`src/rtl/cic_pkg.sv`:
```
`timescale 1ns/1ps
// Shared types for the pruned CIC decimator.
// Assumes nothing beyond IEEE 1800-2017 packages.
package cic_pkg;
    // How dropped low-order bits are removed at a narrowing point.
    typedef enum logic {
        TRIM_ROUND = 1'b0,
        TRIM_TRUNC = 1'b1
    } trim_mode_e;
endpackage

```
`src/rtl/cic_prune.sv`:
```
`timescale 1ns/1ps
// Narrows a word by SHIFT low-order bits, rounding half-up or truncating.
// Assumes modular (wrapping) arithmetic is acceptable for the caller, as
// it is for integrator and comb registers.
module cic_prune
    import cic_pkg::*;
#(
    parameter int         IN_W  = 32,
    parameter int         SHIFT = 0,
    parameter trim_mode_e TRIM  = TRIM_ROUND
) (
    input  logic [IN_W-1:0]       din,
    output logic [IN_W-SHIFT-1:0] dout
);
    if (SHIFT == 0) begin : g_pass
        // No narrowing at this boundary.
        assign dout = din;
    end else begin : g_cut
        localparam logic [IN_W-1:0] HALF =
            (TRIM == TRIM_ROUND) ? ((IN_W)'(1) << (SHIFT - 1)) : '0;
        logic [IN_W-1:0] biased;
        logic            unused_low;
        // Bias by half an LSB of the kept field, then drop the low field.
        assign biased     = din + HALF;
        assign dout       = biased[IN_W-1:SHIFT];
        assign unused_low = ^biased[SHIFT-1:0];
    end
endmodule

```
`src/rtl/cic_integ.sv`:
```
`timescale 1ns/1ps
// One integrator register: accumulates its input when enabled.
// Assumes wraparound modulo 2^W is intended.
module cic_integ #(
    parameter int W = 32
) (
    input  logic         clk,
    input  logic         rst_n,
    input  logic         en,
    input  logic [W-1:0] din,
    output logic [W-1:0] acc
);
    // Accumulate on each accepted sample; clear on reset.
    always_ff @(posedge clk) begin
        if (!rst_n)  acc <= '0;
        else if (en) acc <= acc + din;
    end
endmodule

```
`src/rtl/cic_comb.sv`:
```
`timescale 1ns/1ps
// One comb stage with a differential delay of one decimated sample.
// Assumes en pulses only on decimated cycles; output is combinational.
module cic_comb #(
    parameter int W = 32
) (
    input  logic         clk,
    input  logic         rst_n,
    input  logic         en,
    input  logic [W-1:0] din,
    output logic [W-1:0] dout
);
    logic [W-1:0] prev;

    // Difference against the previous decimated input.
    assign dout = din - prev;

    // Remember the current input for the next decimated cycle.
    always_ff @(posedge clk) begin
        if (!rst_n)  prev <= '0;
        else if (en) prev <= din;
    end
endmodule

```
`src/rtl/cic_outround.sv`:
```
`timescale 1ns/1ps
// Final narrowing of the comb result to the output width, with saturation.
// Assumes IN_W >= OUT_W and a wrap-free signed input.
module cic_outround
    import cic_pkg::*;
#(
    parameter int         IN_W  = 31,
    parameter int         OUT_W = 22,
    parameter trim_mode_e TRIM  = TRIM_ROUND
) (
    input  logic signed [IN_W-1:0]  din,
    output logic signed [OUT_W-1:0] dout
);
    localparam int SHIFT = IN_W - OUT_W;

    if (SHIFT == 0) begin : g_pass
        // Widths already match.
        assign dout = din;
    end else begin : g_cut
        localparam logic signed [IN_W:0] HALF =
            (TRIM == TRIM_ROUND) ? ((IN_W + 1)'(1) <<< (SHIFT - 1)) : '0;
        localparam logic signed [OUT_W-1:0] MAX_V = {1'b0, {(OUT_W-1){1'b1}}};
        localparam logic signed [OUT_W-1:0] MIN_V = {1'b1, {(OUT_W-1){1'b0}}};
        logic signed [IN_W:0]  wide;
        logic        [OUT_W:0] kept;
        logic                  unused_low;
        // One headroom bit so the rounding increment cannot wrap.
        assign wide       = {din[IN_W-1], din} + HALF;
        assign kept       = wide[IN_W:SHIFT];
        assign unused_low = ^wide[SHIFT-1:0];
        // Clamp when the kept field no longer fits the output width.
        always_comb begin
            if (kept[OUT_W] != kept[OUT_W-1]) dout = kept[OUT_W] ? MIN_V : MAX_V;
            else                              dout = kept[OUT_W-1:0];
        end
    end
endmodule

```
`src/rtl/cic_pruned_decim.sv`:
```
`timescale 1ns/1ps
// Pruned CIC decimator, one channel, fixed rate 2^RATE_LOG2, delay one.
// Integrators run at the input rate on in_valid; the comb chain is a single
// combinational path evaluated on the cycle after each 16th sample.
// Assumes DROP is non-decreasing and DROP[last] leaves the comb output
// at least OUT_W bits wide.
module cic_pruned_decim
    import cic_pkg::*;
#(
    parameter int         IN_W      = 14,
    parameter int         OUT_W     = 22,
    parameter int         STAGES    = 8,
    parameter int         RATE_LOG2 = 4,
    parameter trim_mode_e TRIM      = TRIM_ROUND,
    parameter int         DROP [0:2*STAGES-1] =
        '{0, 0, 0, 0, 2, 4, 6, 8, 9, 10, 11, 12, 13, 14, 15, 16}
) (
    input  logic                    clk,
    input  logic                    rst_n,
    input  logic                    in_valid,
    input  logic signed [IN_W-1:0]  in_data,
    output logic                    out_valid,
    output logic signed [OUT_W-1:0] out_data
);
    localparam int GUARD_W    = IN_W + 1;
    localparam int FULL_W     = GUARD_W + STAGES * RATE_LOG2;
    localparam int COMB_OUT_W = FULL_W - DROP[2*STAGES-1];

    logic [FULL_W-1:0]          x_ext;
    logic [RATE_LOG2-1:0]       phase;
    logic                       dec_q;
    logic signed [OUT_W-1:0]    out_next;

    // Duplicated sign bit, then sign extension to full precision.
    assign x_ext = {{(FULL_W-GUARD_W){in_data[IN_W-1]}}, in_data[IN_W-1], in_data};

    for (genvar k = 0; k < STAGES; k++) begin : g_int
        localparam int WI = FULL_W - DROP[k];
        logic [WI-1:0] feed;
        logic [WI-1:0] acc;
        if (k == 0) begin : g_src
            cic_prune #(.IN_W(FULL_W), .SHIFT(DROP[0]), .TRIM(TRIM)) u_prune (
                .din(x_ext), .dout(feed));
        end else begin : g_src
            cic_prune #(.IN_W(FULL_W - DROP[k-1]), .SHIFT(DROP[k] - DROP[k-1]),
                        .TRIM(TRIM)) u_prune (
                .din(g_int[k-1].acc), .dout(feed));
        end
        cic_integ #(.W(WI)) u_integ (
            .clk(clk), .rst_n(rst_n), .en(in_valid), .din(feed), .acc(acc));
    end

    for (genvar j = 0; j < STAGES; j++) begin : g_cmb
        localparam int WC = FULL_W - DROP[STAGES+j];
        logic [WC-1:0] feed;
        logic [WC-1:0] dout;
        if (j == 0) begin : g_src
            cic_prune #(.IN_W(FULL_W - DROP[STAGES-1]),
                        .SHIFT(DROP[STAGES] - DROP[STAGES-1]), .TRIM(TRIM)) u_prune (
                .din(g_int[STAGES-1].acc), .dout(feed));
        end else begin : g_src
            cic_prune #(.IN_W(FULL_W - DROP[STAGES+j-1]),
                        .SHIFT(DROP[STAGES+j] - DROP[STAGES+j-1]), .TRIM(TRIM)) u_prune (
                .din(g_cmb[j-1].dout), .dout(feed));
        end
        cic_comb #(.W(WC)) u_comb (
            .clk(clk), .rst_n(rst_n), .en(dec_q), .din(feed), .dout(dout));
    end

    cic_outround #(.IN_W(COMB_OUT_W), .OUT_W(OUT_W), .TRIM(TRIM)) u_outround (
        .din(g_cmb[STAGES-1].dout), .dout(out_next));

    // Count accepted samples and flag the cycle after each full group.
    always_ff @(posedge clk) begin
        if (!rst_n) begin
            phase <= '0;
            dec_q <= 1'b0;
        end else begin
            dec_q <= in_valid && (phase == '1);
            if (in_valid) phase <= phase + 1'b1;
        end
    end

    // Register the decimated result and its strobe.
    always_ff @(posedge clk) begin
        if (!rst_n) begin
            out_valid <= 1'b0;
            out_data  <= '0;
        end else begin
            out_valid <= dec_q;
            if (dec_q) out_data <= out_next;
        end
    end
endmodule

```
`config.mk`:
```
export PLATFORM = sky130hd
export DESIGN_NAME = cic_pruned_decim
export DESIGN_NICKNAME = d
export VERILOG_FILES = /design/src/rtl/cic_pkg.sv /design/src/rtl/cic_prune.sv /design/src/rtl/cic_integ.sv /design/src/rtl/cic_comb.sv /design/src/rtl/cic_outround.sv /design/src/rtl/cic_pruned_decim.sv
export SDC_FILE = /design/constraint.sdc
export NUM_CORES = 2
export LEC_CHECK = 0
export BUFFER_PORTS_ARGS = -buffer_cell sky130_fd_sc_hd__clkbuf_2
export CORE_MARGIN = 5
export CORE_UTILIZATION = 40
export DETAILED_ROUTE_END_ITERATION = 16
export REMOVE_ABC_BUFFERS = 1
export SYNTH_ARGS = -nofsm -noshare
export SYNTH_HDL_FRONTEND = slang
export SYNTH_SLANG_ARGS = --single-unit
export TNS_END_PERCENT = 1
```
`constraint.sdc`:
```
create_clock -name clk -period 20.4 [get_ports clk]
set_clock_uncertainty 0.05 [all_clocks]
set_input_delay 4.08 -clock clk [delete_from_list [all_inputs] [get_ports clk]]
set_output_delay 4.08 -clock clk [all_outputs]
set_load 0.005 [all_outputs]
```
### Yosys cells after proc, flatten, opt, wreduce, memory -nomap -nowiden

Cells that the tools add are included.

| storage, ports and cells | value |
|---|---|
| flip-flop bits (word level) | 660 |
| input port bits | 17 |
| output and inout bits | 23 |
| word-level logic and storage cells | 55 |

| operators by class | value |
|---|---|
| add/sub/neg operators | 30 |
| equality and inequality tests | 2 |
| mux-type cells | 2 |
| reduce and logical (&&, ||, !) cells | 1 |

Operators with widths:

| kind | number |
|---|---|
| 47-bit adder | 4 |
| 47-bit by 2-bit adder with 47-bit output, second input constant | 1 |
| 45-bit by 2-bit adder with 45-bit output, second input constant | 1 |
| 45-bit adder | 1 |
| 22-bit two-way mux | 2 |
| 43-bit by 2-bit adder with 43-bit output, second input constant | 1 |
| 43-bit adder | 1 |
| 41-bit by 2-bit adder with 41-bit output, second input constant | 1 |
| 41-bit adder | 1 |
| 39-bit by 1-bit adder with 39-bit output, second input constant | 1 |
| 39-bit adder | 1 |
| 38-bit by 1-bit adder with 38-bit output, second input constant | 1 |
| 38-bit subtractor | 1 |
| 37-bit by 1-bit adder with 37-bit output, second input constant | 1 |
| 37-bit subtractor | 1 |
| 36-bit by 1-bit adder with 36-bit output, second input constant | 1 |
| 36-bit subtractor | 1 |
| 35-bit by 1-bit adder with 35-bit output, second input constant | 1 |
| 35-bit subtractor | 1 |
| 34-bit by 1-bit adder with 34-bit output, second input constant | 1 |
| 34-bit subtractor | 1 |
| 33-bit by 1-bit adder with 33-bit output, second input constant | 1 |
| 33-bit subtractor | 1 |
| 31-bit by 10-bit adder with 32-bit output, second input constant | 1 |
| 7 further kinds | 7 |

### Depth between registers and ports, before layout

| depth | value |
|---|---|
| depth after elaboration | 19 |
| depth in mapped cells | 80 |
| gate-level depth less buffers | 79 |

### Hierarchy

A second synthesis with hierarchy kept.

| unflattened totals | value |
|---|---|
| cell total of the unflattened synthesis | 9,305 |
| area, all modules | 72,398.2 um^2 |

Modules (own cells, without submodules):

| module | times used | cells an instance | area an instance (um^2) | seq. area each (um^2) |
|---|---|---|---|---|
| cic_integ at g_int[0].u_integ ... | 4 | 568 | 4,409.2 | 940.9 |
| cic_integ at g_int[5].u_integ | 1 | 541 | 4,126.5 | 860.8 |
| cic_integ at g_int[4].u_integ | 1 | 513 | 4,083.9 | 900.9 |
| cic_comb at g_cmb[0].u_comb | 1 | 466 | 3,693.5 | 760.7 |
| cic_comb at g_cmb[1].u_comb | 1 | 451 | 3,619.7 | 740.7 |
| cic_integ at g_int[6].u_integ | 1 | 466 | 3,589.7 | 820.8 |
| cic_comb at g_cmb[2].u_comb | 1 | 447 | 3,568.4 | 720.7 |
| cic_integ at g_int[7].u_integ | 1 | 429 | 3,414.5 | 780.7 |
| cic_comb at g_cmb[5].u_comb | 1 | 409 | 3,334.4 | 660.6 |
| cic_comb at g_cmb[3].u_comb | 1 | 413 | 3,309.4 | 700.7 |
| cic_comb at g_cmb[4].u_comb | 1 | 403 | 3,251.9 | 680.7 |
| cic_comb at g_cmb[6].u_comb | 1 | 379 | 3,009.1 | 640.6 |
| cic_comb at g_cmb[7].u_comb | 1 | 370 | 2,940.3 | 620.6 |
| cic_prune at g_int[0].g_src.u_prune ... | 4 | 47 | 352.8 | 0.0 |
| 14 more rows | - | - | - | - |

### Least setup slack after synthesis

Ideal clock, no wire load.

| timing | value |
|---|---|
| path type | register to register |
| start point | reg g_int[7].u_integ.acc[1] |
| end point | reg out_data[13] |
| library setup time | 0.122 ns |
| arrival | 14.806 ns |
| data required time | 20.228 ns |
| path slack | 5.422 ns |
| cell stages (with the launch flop) | 74 |
| buffers on the path | 2 |
| period minus slack after synthesis | 14.978 ns |
| cell sequence | dfxtp_1 > ha_1 > xnor2_1 > ha_1 > inv_1 > ha_1 > fa_1 > inv_1 > ha_1 > inv_1 > ha_1 > fa_1 > a21o_1 > a21oi_1 > o21bai_1 > a21oi_1 > o21bai_1 > a21oi_1 > (+38 left out) > o21bai_1 > xor2_1 > ha_1 > clkbuf_1 > a21oi_1 > nor2_1 > o21ai_0 > nand2b_1 > or3_1 > a211oi_1 > o31a_1 > nor3_1 > or3_4 > a21oi_1 > xnor2_1 > a21boi_2 > buf_6 > a221o_1 |

| on the way | value |
|---|---|
| word-level cells in the longest chain between the ends | 19 |
| elaborated cells between the ends (all ways) | 20 |
| those cells by class | 17 x add/sub; 1 x eq/ne; 2 x mux |

Ends and longest elaborated chain:

| element | line | RTL |
|---|---|---|
| start: declaration | cic_integ.sv:11 | `output logic [W-1:0] acc` |
| start signal: assignment | cic_integ.sv:16 | `else if (en) acc <= acc + din;` |
| 39-bit by 1-bit adder with 39-bit output * | cic_prune.sv:24 | `assign biased = din + HALF;` |
| 38-bit subtractor * | cic_comb.sv:16 | `assign dout = din - prev;` |
| 38-bit by 1-bit adder with 38-bit output * | cic_prune.sv:24 |  |
| via g_cmb[1].feed[1] | cic_pruned_decim.sv:55 | `logic [WC-1:0] feed;` |
| 37-bit subtractor * | cic_comb.sv:16 |  |
| 37-bit by 1-bit adder with 37-bit output * | cic_prune.sv:24 |  |
| via g_cmb[2].feed[10] | cic_pruned_decim.sv:55 |  |
| 36-bit subtractor * | cic_comb.sv:16 |  |
| (+1 left out) | - |  |
| via g_cmb[3].feed[12] | cic_pruned_decim.sv:55 |  |
| (+2 left out) | - |  |
| via g_cmb[4].feed[12] | cic_pruned_decim.sv:55 |  |
| (+2 left out) | - |  |
| via g_cmb[5].feed[17] | cic_pruned_decim.sv:55 |  |
| (+2 left out) | - |  |
| via g_cmb[6].feed[18] | cic_pruned_decim.sv:55 |  |
| 32-bit subtractor * | cic_comb.sv:16 |  |
| 32-bit by 1-bit adder with 32-bit output * | cic_prune.sv:24 |  |
| via g_cmb[7].feed[22] | cic_pruned_decim.sv:55 |  |
| 31-bit subtractor * | cic_comb.sv:16 |  |
| 31-bit by 10-bit adder with 32-bit output * | cic_outround.sv:28 | `assign wide = {din[IN_W-1], din} + HALF;` |
| 22-bit two-way mux / 1-bit inequality test (equally long branches) | cic_outround.sv:33 | `if (kept[OUT_W] != kept[OUT_W-1]) dout = kept[OUT_W] ? MIN_V : MAX_V;` |
| 22-bit two-way mux * | cic_outround.sv:33 |  |
| end signal: assignment | cic_pruned_decim.sv:91 | `if (dec_q) out_data <= out_next;` |
| end: declaration | cic_pruned_decim.sv:23 | `output logic signed [OUT_W-1:0] out_data` |

Mark *: on every way through the listed nets, which the timed path passes. The rest lies on a longest branch.
A chain may end at the register's enable or synchronous reset.

### Worst setup path in the final report

| timing | value |
|---|---|
| start point | reg g_int[7].u_integ.acc[1] |
| end point | reg out_data[8] |

| on the way | value |
|---|---|
| word-level cells in the longest chain between the ends | 19 |
| elaborated cells between the ends (all ways) | 20 |
| those cells by class | 17 x add/sub; 1 x eq/ne; 2 x mux |

Ends and longest elaborated chain:

| element | line |
|---|---|
| 39-bit by 1-bit adder with 39-bit output * | cic_prune.sv:24 |
| via g_cmb[0].feed[3] | cic_pruned_decim.sv:55 |
| 38-bit subtractor * | cic_comb.sv:16 |
| 38-bit by 1-bit adder with 38-bit output * | cic_prune.sv:24 |
| via g_cmb[1].feed[7] | cic_pruned_decim.sv:55 |
| 37-bit subtractor * | cic_comb.sv:16 |
| 37-bit by 1-bit adder with 37-bit output * | cic_prune.sv:24 |
| via g_cmb[2].feed[7] | cic_pruned_decim.sv:55 |
| (+2 left out) | - |
| via g_cmb[3].feed[12] | cic_pruned_decim.sv:55 |
| (+2 left out) | - |
| via g_cmb[4].feed[12] | cic_pruned_decim.sv:55 |
| (+2 left out) | - |
| via g_cmb[5].feed[15] | cic_pruned_decim.sv:55 |
| (+2 left out) | - |
| via g_cmb[6].feed[18] | cic_pruned_decim.sv:55 |
| 32-bit subtractor * | cic_comb.sv:16 |
| 32-bit by 1-bit adder with 32-bit output * | cic_prune.sv:24 |
| via g_cmb[7].feed[18] | cic_pruned_decim.sv:55 |
| 31-bit subtractor * | cic_comb.sv:16 |
| 31-bit by 10-bit adder with 32-bit output * | cic_outround.sv:28 |
| 22-bit two-way mux / 1-bit inequality test (equally long branches) | cic_outround.sv:33 |
| 22-bit two-way mux * | cic_outround.sv:33 |

Marks and branches as above.

==> summary.md <==
| Metric | Value |
|---|---|
| Status | `complete, no violations` |
| Register area | `13,220 um^2` |
| Htree depth | `3` |
| Top post-synthesis cells by area | `dfxtp_1 23%, ha_1 18%, xnor2_1 8.4%` |
| Root Buffer | `clkbuf_16` |
| Final Setup Violations | `0` |
| Drt total wl | `127,500 um` |
| Post-cts sizing count | `0` |
| First-pass GRT wire length | `216,800 um` |
| Endpoints failing hold | `0` |
| CTS buffer count | `86` |
| Crit path top cell by count | `ha_1` |
| Fin crit share | `84.11%` |
| Setup crit start kind | `register` |
| Antenna Nets Post-Route | `0` |
| DRC viols | `0` |
| Warnings, synthesis | `0` |
| Via count | `47.69k` |
| Clock Pin Slew Worst Setup and Hold Paths | `0.05 ns` |
| Hold buffers post-CTS | `0` |
| CP Class | `reg2reg` |
| Area leader, netlist | `dfxtp_1` |
| Top_reg_cell synth | `dfxtp_1` |
| HPWL after detailed placement | `94,370 um` |
| Initial antenna violation count | `0` |
| DIE WIDTH | `390.1 um` |
| Crit-path max cell delay | `0.67 ns` |
| # Max-Cap Violations | `0` |
| Starting Density | `40.24%` |
| Core Box Area | `143,700 um^2` |
| Area of the multi-input gates | `42,090 um^2` |
| Post-synth cell types | `99` |
| Post-synthesis async set-or-reset flop share | `0%` |
| Final min period | `17.16 ns` |
| Crit path max-delay family | `compound AO/OA/AOI/OAI gates` |
| Boundary Pins | `40` |
| Synthesized instance count | `7,131` |
| Pins over their slew limit | `0` |
| CP bufs+invs | `0` |
| Die Span Y | `390.1 um` |
| RD Place Congestion | `0.9032` |
| Area added between synthesis and finish | `8.617%` |
| Nets | `7,981` |
| First drt pass iteration count | `5` |
| Syn Area/Cell | `8.106 um^2` |
| Number of synthesized flops with an enable pin | `0` |
| Seq cells post-synth | `660` |
| Std cell rows | `139` |
| Mapped Area | `57,800 um^2` |
| Gr ovfl total | `0` |
| Post-layout util | `43.70%` |
| DRT iter0 DRCs | `1,878` |
| CP required | `20.90 ns` |
| Worst setup EP type | `register` |
| Post-CTS Setup Bufs | `0` |
| Slew margin rel. | `17.61%` |
| Share of the synthesized area in the top cell type | `22.86%` |
| Post-route insts no fill | `9,073` |
| Sequential share of the synthesized area | `22.86%` |
| IO Port Bufs | `39` |
| Drt via density | `5.256` |
| Flop-to-flop setup slack | `3.24 ns` |
| Slowest CP cell | `nor4_1` |
| Max Fanout on Critical Path | `7` |
| Vias in the first global route | `46.37k` |
| CTS max path bufs | `3` |
| Layout cell share with drive strength beyond 1 | `3.682%` |
| Worst Hold Class | `reg2reg` |
| Crit path DAT | `17.66 ns` |
| DP Area | `59,940 um^2` |
| ANT cells | `0` |
| Setup_tns | `0 ns` |
| Final instance area | `62,780 um^2` |
| Worst-Margin Slew | `1.233 ns` |
| TritonCTS clock tree | `yes` |
| CTS sink cnt | `660` |
| Max Clock Freq | `0.05828 GHz` |
| Clock latency on the worst-skew pair | `0.68 ns` |
| RSZ-0062 raised after global routing | `false` |
| Fillers | `14.32k` |
| Drt wl/cell | `14.05 um` |
| Total die area | `152,200 um^2` |
| Tot GR Track Use | `16.43%` |
| Largest net degree at the start of global routing | `143` |
| Placed Cells | `8,917` |
## worst paths after layout
path,start,to,cells past startpoint
worst max-delay path,g_int[7].u_integ.acc[1],out_data[8],66
worst min-delay path,phase[3],dec_q,2
worst max register to register,g_int[7].u_integ.acc[1],out_data[8],66
worst min register to register,phase[3],dec_q,2
## registers in the layout, indices dropped and copies added (netlist names)
register,flops
g_int.u_integ.acc,356
g_cmb.u_comb.prev,276
out_data,22
out_valid,1
phase,4
dec_q,1
## area by class of cell
cell class,count,area share [%]
repair buffers,67,0.7015
clock inverters,25,0.4285
clock buffers,131,4.099
inverters,480,2.894
flip-flops and latches,660,21.05
multi-input cells,5807,67.03
well taps,1903,3.792
## metal layers
| metal | vias up | part of all wire [%] | track usage, % |
|---|---|---|---|
| met1 | 21910 | 46 | 19.87 |
| met4 | 0 | 2.2 | 4.034 |
| met3 | 163 | 2.3 | 2.029 |
| li1 | 25210 | - | - |
| met5 | - | 0 | 0 |
| met2 | 404 | 49 | 30.80 |
## cells in the mapped netlist (19+ instances only)
cell / instances
a211oi_1: 119
a21o_1: 247
a21oi_1: 603
a221o_1: 19
a31oi_1: 45
and2_1: 33
and3_1: 75
and4_1: 21
buf_1: 27
clkbuf_1: 152
dfxtp_1: 660
ha_1: 847
inv_1: 478
mux2i_1: 376
nand2_1: 350
nand2b_1: 94
nand3_1: 163
nand4_1: 83
nor2_1: 962
nor2b_1: 76
nor3_1: 99
o211ai_1: 20
o21a_1: 59
o21ai_0: 264
o21bai_1: 133
o31ai_1: 28
or3_1: 27
xnor2_1: 552
xor2_1: 213
## kinds of logic (layout without fill, tap and decap cells)
kind of cell    Yosys count  count (layout)  share of synthesized area (%)
buf+inv                 664             703                          4.349
fa+ha+maj               862             862                          18.85
flops                   660             660                          22.86
compound gates         1731            1731                          19.20
simple gates           2066            2066                          16.40
mux                     377             377                          6.531
xor+xnor                771             771                          11.81
## stage by stage
stage / hold slack (ns) / worst slack, ns
2_1_floorplan: 0.3836 / 3.180
3_3_place_gp: 0.3959 / 3.777
3_5_place_dp: 0.4052 / 3.375
4_1_cts: 0.4115 / 3.235
5_1_grt: 0.4365 / 1.855
6_report: 0.4096 / 3.241
## layout by cell type (no fill, tap or decap), types with 38 or more instances in the layout
cell type    n
nand2_1    350
ha_1       847
a21o_1     247
xor2_1     213
a31oi_1     45
nand3_1    163
nor3_1      99
a21oi_1    603
clkbuf_16   88
nand4_1     83
a211oi_1   119
nor2_1     960
clkbuf_2    38
o21bai_1   133
nor2b_1     76
mux2i_1    376
o21a_1      59
xnor2_1    552
nand2b_1    94
o21ai_0    264
and3_1      75
dfxtp_1    659
inv_1      477
## worst reg2reg max path: cells and delay by family, from the launching register on
family | cells | cell delay, ns
compound gates | 22 | 5.15
simple gates | 19 | 4.97
mux | 1 | 0.27
xor+xnor | 8 | 1.50
flops | 1 | 0.48
fa+ha+maj | 16 | 4.66
Power is left out: the tool's default activity adds up to more than one toggle a clock period on the data nets, which glitch-free logic cannot reach.
